<file path="config.mk">
export PLATFORM = sky130hd
export DESIGN_NAME = spi_status_port
export DESIGN_NICKNAME = d
export VERILOG_FILES = /design/src/rtl/spi_sp_pkg.sv /design/src/rtl/spi_sp_sync.sv /design/src/rtl/spi_sp_shifter.sv /design/src/rtl/spi_sp_flags.sv /design/src/rtl/spi_status_port.sv
export SDC_FILE = /design/constraint.sdc
export NUM_CORES = 1
export LEC_CHECK = 0
export ABC_AREA = 1
export BUFFER_PORTS_ARGS = -buffer_cell sky130_fd_sc_hd__buf_4
export CAP_MARGIN = 20
export CORE_MARGIN = 1.5
export CORE_UTILIZATION = 55
export DETAILED_ROUTE_END_ITERATION = 10
export PLACE_DENSITY = 0.77
export SLEW_MARGIN = 20
export SYNTH_ARGS = -nofsm -noshare
export SYNTH_HDL_FRONTEND = slang
export SYNTH_SLANG_ARGS = --single-unit
</file>
<file path="constraint.sdc">
create_clock -name clk_i -period 3 [get_ports clk_i]
set_clock_uncertainty 0.2 [all_clocks]
set_input_delay 0.3 -clock clk_i [delete_from_list [all_inputs] [get_ports clk_i]]
set_output_delay 0.3 -clock clk_i [all_outputs]
set_load 0.02 [all_outputs]
</file>
<file path="src/rtl/spi_sp_pkg.sv">
package spi_sp_pkg;
  typedef enum logic [1:0] {
    REG_CTRL = 2'd0,
    REG_STAT = 2'd1,
    REG_DATA = 2'd2
  } reg_sel_e;

  localparam int CtlIrqEn  = 0;
  localparam int CtlEnable = 1;
  localparam int CtlMaster = 2;

  localparam int StsOd  = 2;
  localparam int StsSsm = 1;
  localparam int StsSsi = 0;
endpackage

</file>
<file path="src/rtl/spi_sp_sync.sv">
module spi_sp_sync #(
  parameter int         W      = 3,
  parameter int         STAGES = 2,
  parameter logic [W-1:0] RST_VAL = '0
) (
  input  logic         clk_i,
  input  logic         rst_ni,
  input  logic [W-1:0] d_i,
  output logic [W-1:0] q_o
);
  logic [W-1:0] stg_q [STAGES];

  always_ff @(posedge clk_i or negedge rst_ni) begin
    if (!rst_ni) begin
      for (int i = 0; i < STAGES; i++) stg_q[i] <= RST_VAL;
    end else begin
      stg_q[0] <= d_i;
      for (int i = 1; i < STAGES; i++) stg_q[i] <= stg_q[i-1];
    end
  end

  assign q_o = stg_q[STAGES-1];
endmodule

</file>
<file path="src/rtl/spi_sp_shifter.sv">
module spi_sp_shifter #(
  parameter int W   = 8,
  parameter int DIV = 4
) (
  input  logic         clk_i,
  input  logic         rst_ni,
  input  logic         en_i,
  input  logic         master_i,
  input  logic         sel_i,
  input  logic         load_i,
  input  logic [W-1:0] load_data_i,
  input  logic         sck_s_i,
  input  logic         mosi_s_i,
  input  logic         miso_i,
  output logic         msb_o,
  output logic         sck_o,
  output logic         busy_o,
  output logic         done_o,
  output logic [W-1:0] rx_o
);
  localparam int HALF = DIV / 2;
  localparam int CW   = $clog2(DIV);
  localparam int BW   = $clog2(W);

  logic [W-1:0]  sh_q;
  logic [CW-1:0] cnt_q;
  logic [BW-1:0] bit_q;
  logic          samp_q, m_busy_q, sck_prev_q;

  logic run_m, slave_act, rise_s, fall_s, m_rise, m_fall, last_bit;

  assign run_m     = en_i & master_i;
  assign slave_act = en_i & ~master_i & sel_i;
  assign rise_s    = sck_s_i & ~sck_prev_q;
  assign fall_s    = ~sck_s_i & sck_prev_q;
  assign m_rise    = m_busy_q & (cnt_q == CW'(HALF - 1));
  assign m_fall    = m_busy_q & (cnt_q == CW'(DIV - 1));
  assign last_bit  = (bit_q == BW'(W - 1));

  assign rx_o   = {sh_q[W-2:0], samp_q};
  assign done_o = (m_fall | (~m_busy_q & slave_act & fall_s)) & last_bit;
  assign msb_o  = sh_q[W-1];
  assign sck_o  = m_busy_q & (cnt_q >= CW'(HALF));
  assign busy_o = m_busy_q | (slave_act & (bit_q != '0));

  always_ff @(posedge clk_i or negedge rst_ni) begin
    if (!rst_ni) begin
      sh_q       <= '0;
      cnt_q      <= '0;
      bit_q      <= '0;
      samp_q     <= 1'b0;
      m_busy_q   <= 1'b0;
      sck_prev_q <= 1'b0;
    end else begin
      sck_prev_q <= sck_s_i;
      if (load_i) begin
        sh_q <= load_data_i;
        if (run_m) begin
          m_busy_q <= 1'b1;
          cnt_q    <= '0;
          bit_q    <= '0;
        end
      end else if (m_busy_q) begin
        if (!run_m) begin
          m_busy_q <= 1'b0;  // aborted by fault or disable
        end else begin
          cnt_q <= (cnt_q == CW'(DIV - 1)) ? '0 : cnt_q + 1'b1;
          if (m_rise) samp_q <= miso_i;
          if (m_fall) begin
            sh_q  <= rx_o;
            bit_q <= last_bit ? '0 : bit_q + 1'b1;
            if (last_bit) m_busy_q <= 1'b0;
          end
        end
      end else if (slave_act) begin
        if (rise_s) samp_q <= mosi_s_i;
        if (fall_s) begin
          sh_q  <= rx_o;
          bit_q <= last_bit ? '0 : bit_q + 1'b1;
        end
      end else begin
        bit_q <= '0;  // deselected slave restarts at bit 0
      end
    end
  end


  mosi_hold_chk: assert property (@(posedge clk_i) disable iff (!rst_ni)
    (m_busy_q && run_m && !load_i && cnt_q >= CW'(HALF) && cnt_q != CW'(DIV - 1))
      |=> $stable(sh_q[W-1]));


  done_idle_chk: assert property (@(posedge clk_i) disable iff (!rst_ni)
    (m_fall && last_bit && !load_i) |=> !m_busy_q);
endmodule

</file>
<file path="src/rtl/spi_sp_flags.sv">
module spi_sp_flags (
  input  logic clk_i,
  input  logic rst_ni,
  input  logic stat_rd_i,
  input  logic data_rd_i,
  input  logic data_wr_i,
  input  logic ctrl_acc_i,
  input  logic ctrl_wr_i,
  input  logic busy_i,
  input  logic done_i,
  input  logic fault_i,
  output logic spif_o,
  output logic wcol_o,
  output logic ovr_o,
  output logic modf_o,
  output logic data_wr_ok_o,
  output logic rx_load_o
);
  logic spif_q, spif_arm_q, wcol_q, wcol_arm_q, ovr_q, modf_q, modf_arm_q;
  logic data_acc;

  assign data_acc     = data_rd_i | data_wr_i;
  assign data_wr_ok_o = data_wr_i & ~busy_i & (~spif_q | spif_arm_q);
  assign rx_load_o    = done_i & ~spif_q;

  always_ff @(posedge clk_i or negedge rst_ni) begin
    if (!rst_ni) begin
      spif_q     <= 1'b0;
      spif_arm_q <= 1'b0;
      wcol_q     <= 1'b0;
      wcol_arm_q <= 1'b0;
      ovr_q      <= 1'b0;
      modf_q     <= 1'b0;
      modf_arm_q <= 1'b0;
    end else begin
      if (done_i)                       spif_q <= 1'b1;
      else if (data_acc && spif_arm_q)  spif_q <= 1'b0;
      if (data_acc)                     spif_arm_q <= 1'b0;
      else if (stat_rd_i && spif_q)     spif_arm_q <= 1'b1;

      if (data_wr_i && busy_i)          wcol_q <= 1'b1;
      else if (data_acc && wcol_arm_q)  wcol_q <= 1'b0;
      if (data_acc)                     wcol_arm_q <= 1'b0;
      else if (stat_rd_i && wcol_q)     wcol_arm_q <= 1'b1;

      if (done_i && spif_q)             ovr_q <= 1'b1;
      else if (stat_rd_i)               ovr_q <= 1'b0;

      if (fault_i)                      modf_q <= 1'b1;
      else if (ctrl_wr_i && modf_arm_q) modf_q <= 1'b0;
      if (!modf_q || (ctrl_wr_i && modf_arm_q)) modf_arm_q <= 1'b0;
      else if (ctrl_acc_i)              modf_arm_q <= 1'b1;
    end
  end

  assign spif_o = spif_q;
  assign wcol_o = wcol_q;
  assign ovr_o  = ovr_q;
  assign modf_o = modf_q;


  spif_src_chk: assert property (@(posedge clk_i) disable iff (!rst_ni)
    (!spif_q && !done_i) |=> !spif_q);


  spif_hold_chk: assert property (@(posedge clk_i) disable iff (!rst_ni)
    (spif_q && !spif_arm_q) |=> spif_q);


  wcol_set_chk: assert property (@(posedge clk_i) disable iff (!rst_ni)
    (data_wr_i && busy_i) |=> wcol_q);


  ovr_set_chk: assert property (@(posedge clk_i) disable iff (!rst_ni)
    (done_i && spif_q) |=> ovr_q);


  modf_hold_chk: assert property (@(posedge clk_i) disable iff (!rst_ni)
    (modf_q && !ctrl_wr_i) |=> modf_q);
endmodule

</file>
<file path="src/rtl/spi_status_port.sv">
module spi_status_port
  import spi_sp_pkg::*;
#(
  parameter int W   = 8,
  parameter int DIV = 4
) (
  input  logic       clk_i,
  input  logic       rst_ni,
  input  logic [1:0] addr_i,
  input  logic       wr_i,
  input  logic       rd_i,
  input  logic [7:0] wdata_i,
  output logic [7:0] rdata_o,
  output logic       irq_o,
  input  logic       sck_i,
  output logic       sck_o,
  output logic       sck_oe_o,
  input  logic       mosi_i,
  output logic       mosi_o,
  output logic       mosi_oe_o,
  input  logic       miso_i,
  output logic       miso_o,
  output logic       miso_oe_o,
  input  logic       ss_ni
);
  logic irq_en_q, en_q, master_q, od_q, ssm_q, ssi_q;
  logic [W-1:0] rxbuf_q;
  logic sck_s, mosi_s, ss_s, ss_int, sel, fault;
  logic ctrl_wr, ctrl_acc, stat_wr, stat_rd, data_wr, data_rd;
  logic spif, wcol, ovr, modf, data_wr_ok, rx_load, busy, done, msb;
  logic [W-1:0] rx_word;

  assign ctrl_acc = (wr_i | rd_i) & (addr_i == REG_CTRL);
  assign ctrl_wr  = wr_i & (addr_i == REG_CTRL);
  assign stat_wr  = wr_i & (addr_i == REG_STAT);
  assign stat_rd  = rd_i & (addr_i == REG_STAT);
  assign data_wr  = wr_i & (addr_i == REG_DATA);
  assign data_rd  = rd_i & (addr_i == REG_DATA);

  spi_sp_sync #(.W(3), .STAGES(2), .RST_VAL(3'b100)) u_sync (
    .clk_i  (clk_i),
    .rst_ni (rst_ni),
    .d_i    ({ss_ni, sck_i, mosi_i}),
    .q_o    ({ss_s, sck_s, mosi_s})
  );

  assign ss_int = ssm_q ? ssi_q : ss_s;
  assign sel    = ~ss_int;
  assign fault  = en_q & master_q & ~ss_int;

  always_ff @(posedge clk_i or negedge rst_ni) begin
    if (!rst_ni) begin
      irq_en_q <= 1'b0;
      en_q     <= 1'b0;
      master_q <= 1'b0;
      od_q     <= 1'b0;
      ssm_q    <= 1'b0;
      ssi_q    <= 1'b0;
      rxbuf_q  <= '0;
    end else begin
      if (ctrl_wr) begin
        irq_en_q <= wdata_i[CtlIrqEn];
        en_q     <= wdata_i[CtlEnable];
        master_q <= wdata_i[CtlMaster];
      end
      if (fault) begin
        en_q     <= 1'b0;
        master_q <= 1'b0;
      end
      if (stat_wr) begin
        od_q  <= wdata_i[StsOd];
        ssm_q <= wdata_i[StsSsm];
        ssi_q <= wdata_i[StsSsi];
      end
      if (rx_load) rxbuf_q <= rx_word;
    end
  end

  spi_sp_shifter #(.W(W), .DIV(DIV)) u_shift (
    .clk_i       (clk_i),
    .rst_ni      (rst_ni),
    .en_i        (en_q),
    .master_i    (master_q),
    .sel_i       (sel),
    .load_i      (data_wr_ok),
    .load_data_i (wdata_i[W-1:0]),
    .sck_s_i     (sck_s),
    .mosi_s_i    (mosi_s),
    .miso_i      (miso_i),
    .msb_o       (msb),
    .sck_o       (sck_o),
    .busy_o      (busy),
    .done_o      (done),
    .rx_o        (rx_word)
  );

  spi_sp_flags u_flags (
    .clk_i        (clk_i),
    .rst_ni       (rst_ni),
    .stat_rd_i    (stat_rd),
    .data_rd_i    (data_rd),
    .data_wr_i    (data_wr),
    .ctrl_acc_i   (ctrl_acc),
    .ctrl_wr_i    (ctrl_wr),
    .busy_i       (busy),
    .done_i       (done),
    .fault_i      (fault),
    .spif_o       (spif),
    .wcol_o       (wcol),
    .ovr_o        (ovr),
    .modf_o       (modf),
    .data_wr_ok_o (data_wr_ok),
    .rx_load_o    (rx_load)
  );

  always_comb begin
    unique case (addr_i)
      REG_CTRL: rdata_o = {5'b0, master_q, en_q, irq_en_q};
      REG_STAT: rdata_o = {spif, wcol, ovr, modf, 1'b0, od_q, ssm_q, ssi_q};
      REG_DATA: rdata_o = 8'(rxbuf_q);
      default:  rdata_o = 8'h00;
    endcase
  end

  assign irq_o     = irq_en_q & (spif | ovr | modf);
  assign sck_oe_o  = en_q & master_q;
  assign mosi_o    = msb;
  assign mosi_oe_o = en_q & master_q & ~od_q;
  assign miso_o    = msb;
  assign miso_oe_o = en_q & ~master_q & sel & ~od_q;


  fault_drop_chk: assert property (@(posedge clk_i) disable iff (!rst_ni)
    fault |=> (!en_q && !master_q && modf));


  rx_keep_chk: assert property (@(posedge clk_i) disable iff (!rst_ni)
    (done && spif) |=> $stable(rxbuf_q));
endmodule

</file>
# After elaboration in Yosys (flattened, before gate mapping)
# Index checks and enable logic that the tools add are counted.
[op_classes]
addsub = 2
n_lt_le_gt_ge = 1
eq_ne = 11
n_mux = 50
bitwise_logic = 41
reduce_logical = 28
[op_table]
columns = ["operator", "count"]
rows = [
  ["two-way mux 8 bit", 6],
  ["two-way mux 1 bit", 30],
  ["bitwise AND 1 bit", 25],
  ["two-way mux 3 bit", 8],
  ["one-hot mux 8 bit (3 select lines)", 1],
  ["nonzero test 2 bit", 11],
  ["two-way mux 2 bit", 5],
  ["inverter 1 bit", 9],
  ["nonzero test 3 bit", 3],
  ["AND reduction 4 bit", 2],
  ["logical AND 1 bit", 7],
  ["bitwise OR 1 bit", 7],
  ["!= test 2 bit (second input constant)", 3],
  ["!= test 3 bit (second input constant)", 2],
  ["AND reduction 5 bit", 1],
  ["equality test 2 x 1 -> 1 bit (second input constant)", 2],
  ["equality test 2 bit (second input constant)", 2],
  ["!= test 4 x 3 -> 1 bit (second input constant)", 1],
  ["adder 3 x 1 -> 3 bit (second input constant)", 1],
  ["equality test 3 bit (second input constant)", 1],
  ["AND reduction 3 bit", 1],
  ["adder 2 x 1 -> 2 bit (second input constant)", 1],
  ["greater-or-equal comparator 2 bit (second input constant)", 1],
  ["zero test 2 bit", 1],
  ["other kinds (2)", 2],
]
[word_totals]
regBits = 43
inputBits = 18
elab_cells = 155

# Longest topological paths before layout
[logic_depth]
word_depth = 10
depth_mapped = 10
mapped_depth_nobuf = 10

# Cells and area by module
# A second synthesis with hierarchy kept.
[unflattened]
hier_cells = 301
hier_area_um2 = 2233.4
[modules_own_cells]
columns = ["module", "instances", "cells_each", "area_each_um2"]
rows = [
  ["spi_sp_shifter", 1, 149, 989.7],
  ["spi_status_port", 1, 107, 770.7],
  ["spi_sp_flags", 1, 36, 297.8],
  ["spi_sp_sync", 1, 9, 175.2],
]

# Worst setup path before layout
# OpenSTA, ideal clock, no wires.
[synth_path]
path_kind = "flip-flop to flip-flop"
startpoint = "register u_shift.bit_q[0]"
endpoint = "register rxbuf_q[1]"
setup_time_ns = 0.121
arrival_time_ns = 1.327
t_required_ns = 2.679
path_slack_ns = 1.353
path_stages_with_launch = 9
path_buffers = 1
period_less_slack_ns = 1.647
cell_sequence = "dfrtp_1 ha_1 ha_1 nand4_2 o21ai_4 nand2_2 buf_6 nand2_1 o21ai_1"
[synth_between]
elab_chain_len = 3
[synth_lines]
columns = ["item", "line", "rtl"]
rows = [
  ["from (decl)", "spi_sp_shifter.sv:27", "logic [BW-1:0] bit_q;"],
  ["from (signal assigned)", "spi_sp_shifter.sv:71", "bit_q <= last_bit ? '0 : bit_q + 1'b1;"],
  ["from (signal assigned)", "spi_sp_shifter.sv:79", "bit_q <= last_bit ? '0 : bit_q + 1'b1;"],
  ["equality test 3 bit", "spi_sp_shifter.sv:38", "assign last_bit = (bit_q == BW'(W - 1));"],
  ["bitwise AND 1 bit", "spi_sp_shifter.sv:41", "assign done_o = (m_fall | (~m_busy_q & slave_act & fall_s)) & last_bit;"],
  ["bitwise AND 1 bit", "spi_sp_flags.sv:24", "assign rx_load_o = done_i & ~spif_q;"],
  ["to (signal assigned)", "spi_status_port.sv:75", "if (rx_load) rxbuf_q <= rx_word;"],
  ["to (decl)", "spi_status_port.sv:27", "logic [W-1:0] rxbuf_q;"],
]
# No other way between the ends.
# A chain may end at the register's enable or synchronous reset.

# Worst setup path in the final report
[layout_path]
startpoint = "register u_flags.spif_q (netlist: u_flags.spif_o)"
endpoint = "register u_shift.bit_q[0]"
[layout_between]
elab_chain_len = 5
word_cells_on_any_way = 8
[layout_lines]
columns = ["item", "line", "rtl"]
rows = [
  ["from (decl)", "spi_sp_flags.sv:19", "logic spif_q, spif_arm_q, wcol_q, wcol_arm_q, ovr_q, modf_q, modf_arm_q;"],
  ["from (signal assigned)", "spi_sp_flags.sv:28", "spif_q <= 1'b0;"],
  ["from (signal assigned)", "spi_sp_flags.sv:36", "if (done_i) spif_q <= 1'b1;"],
  ["from (signal assigned)", "spi_sp_flags.sv:37", "else if (data_acc && spif_arm_q) spif_q <= 1'b0;"],
  ["inverter 1 bit (*)", "spi_sp_flags.sv:23", "assign data_wr_ok_o = data_wr_i & ~busy_i & (~spif_q | spif_arm_q);"],
  ["bitwise OR 1 bit (*)", "spi_sp_flags.sv:23", ""],
  ["bitwise AND 1 bit (*)", "spi_sp_flags.sv:23", ""],
  ["!= test 4 x 3 -> 1 bit (no source line), or another cell as far along", "--", ""],
  ["AND reduction 4 bit (no source line)", "--", ""],
]
# Mark *: on every way between the ends. The rest lies on a longest branch, timed or not.

==> reports/results.ini <==
[worst_setup_path]
critPathLaunch=u_flags.spif_o
start_kind=flip-flop
cp_num_buf_inv=1
rr_worst_depth=8
path_cells=inv_2, nor2_2, nor2_4, nand3_4, nand2_1, nand2_1, o21ai_0, nand2_1
rrSetupSlack_ps=1030
slowest_delay_ps=410
end_kind=flip-flop
cp.required_ps=2980
worst-path-max-fanout=26
cp_common_cell=nand2_1
arrival_ps=1950
critical_path_class=flip-flop to flip-flop
rr_startpoint=u_flags.spif_o
r2r_end=u_shift.bit_q[0]
critical-path-top-delay-family=simple AND/OR/NAND/NOR gates
critical_path.slowest_cell=dfrtp_1

[routing]
wl_microns=4530
vias=1828
drt-met1-wl_microns=1960
drcViolationCount=0
via_per_inst=5.24
avgRoutedWirePerCell_microns=13.0
wl_met2_microns=2340
highest_layer=met4
drt-initial-drc-count=136
dr_wl_met3_microns=168
postRouteAntennaNets=0
dr.pass1.iters=4

[die]
ios=33
initial_core_util_pct=58.6
fp.coreArea_sq_um=3720
fp.dieArea_sq_um=4340
die_y_microns=65.9
rows=22
fp.dieW_microns=65.9

[logic_synthesis]
synth_common_cells=nand2_1, dfrtp_1, inv_1, o21ai_0, nand3_1
ys_seq_elements=43
yosysTopAreaCell=dfrtp_1
synth_cell_type_count=31
syn_nets=285
synth_area_sq_um=2180
synth_edf_count=0
synthFlopType=dfrtp_1
synth.most_common_cell=nand2_1
synth.avg_cell_area_sq_um=8.30
synth-async-reset-ratio_pct=100
synth-seq-area-share_pct=49.6
ys_warn_count=0
synthCells=262
synth.area.top_cells=dfrtp_1, nand2_1, inv_1
synth_top_area_share_pct=47.2

[layout]
fillers=297
multi_input_area_sq_um=918
final_layout_size_suffix_gt1_share_pct=18.6
seq_area_sq_um=1080
nNetsFinal=323
antenna_cells=0
final_cell_area_sq_um=2550
area_growth_pct=17.3

[clocking]
clk_latency_ps=300
clock-sinks=43
cts_tree=yes
htreeDepth=2
cts_setup_buffers=0
worst_setup_hold_path_clk_slew_ps=80
cts_buffers=5
cts_buffer_depth=2
cts_root_buffer=clkbuf_8

[timing]
finalSetupTns_ps=0
finalSetupViolCount=0
fin_crit_sh_pct=65.5
finalCriticalPeriod_ps=1970
max_slew_margin_pct=64.5
rsz0062_at_grt=false
finalHoldWorstSlack_ps=59.5
max_freq_ghz=0.509
hold_viol=0
tightest_slew_ps=532
final_max_slew_viol_count=0

[place]
placed_cell_area_sq_um=2430
dp_hpwl_microns=3340
numPortBuffers=32
place_congestion=0.813

[pwr]
leakage_nw=1.32
ir_drop_mv=0.398
pwr_density_cell_nw_per_um2=668

[outcome]
outcome=finished clean

[global_routing]
antenna_found_initial=0
gr-total-overflow=0
first_global_vias=1735
grt_pass1_wl_microns=7610
track_usage_pct=23.5
grt_max_degree=44

[min_path]
worstHoldStart=wdata_i[5]
worstHoldPathCells=3
holdPathEnd=u_shift.sh_q[5]
hp-class=input port to flip-flop

[run]
drv_cap=0

-- cell usage in the layout (no fill, tap or decap), drive strengths merged, types with 6 or more instances in the layout --
cell / instances
a21oi: 7
buf: 32
clkbuf: 7
dfrtp: 41
inv: 34
nand2: 82
nand3: 20
nor2: 18
o211ai: 6
o21ai: 31
-- timing repair --
item	4_1_cts	5_1_grt
hold buffers	4	0
hold endpoints to repair	44	0
resized for setup	0	0
-- routing by layer --
layer	track usage, %	vias to the layer above
met5	0	-
li1	-	919
met4	9.38	0
met2	40.3	40
met1	29.3	862
met3	4.09	7
-- stage by stage --
step | cells | utilization [%] | setup WS, ps | total power [W]
3_3_place_gp | 337 | 65.3 | 1080 | 0.00134
4_1_cts | 349 | 68.7 | 1030 | 0.00172
5_1_grt | 349 | 68.7 | 802 | 0.00183
3_5_place_dp | 337 | 65.3 | 1050 | 0.00135
6_report | 349 | 68.7 | 1030 | 0.00170
2_1_floorplan | 262 | - | 1350 | 0.00117
-- final cells by class --
type                    count  share of cell area (%)
inverters                  34                    5.10
flip-flops and latches     43                    42.3
multi-input cells         180                    36.0
clock buffers               7                    2.99
well taps                  48                    2.35
repair buffers             36                    11.0
clock inverters             1                   0.294
-- worst max-delay path by stage --
stage / end / depth (start not counted)
2_1_floorplan: rxbuf_q[1] / 8
3_3_place_gp: u_shift.bit_q[1] / 8
3_5_place_dp: u_shift.bit_q[0] / 8
4_1_cts: u_shift.bit_q[0] / 8
5_1_grt: u_shift.bit_q[2] / 8
6_report: u_shift.bit_q[0] / 8
-- cells by family (layout without fill, tap and decap cells) --
logic type	Yosys count	after routing	synth area share, %
simple gates	127	127	26.2
compound gates	47	47	12.7
flops	43	43	49.6
buf+inv	39	78	8.22
fa+ha+maj	5	5	2.88
mux	1	1	0.460
-- worst register-to-register path, stage by stage (launching register included) --
cell and delay, ps:
dfrtp_1 410, inv_2 180, nor2_2 70, nor2_4 220
nand3_4 280, nand2_1 130, nand2_1 110, o21ai_0 170
nand2_1 80
-- where the power goes --
group / switching, W / total (W) / internal, W
Combinational: 0.000323 / 0.000532 / 0.000209
Sequential: 0.000105 / 0.000813 / 0.000708
Clock: 0.000195 / 0.000360 / 0.000165
Total: 0.000623 / 0.00170 / 0.00108
-- sequential cells by signal, indices dropped and copies added, names as in the netlist, 2 cells and up --
| signal | cells |
|---|---|
| rxbuf_q | 8 |
| u_shift.bit_q | 3 |
| u_shift.cnt_q | 2 |
| u_shift.sh_q | 8 |
| u_sync.q_o | 3 |
| u_sync.stg_q | 3 |
Note: power is estimated with default switching activity, not from simulation.
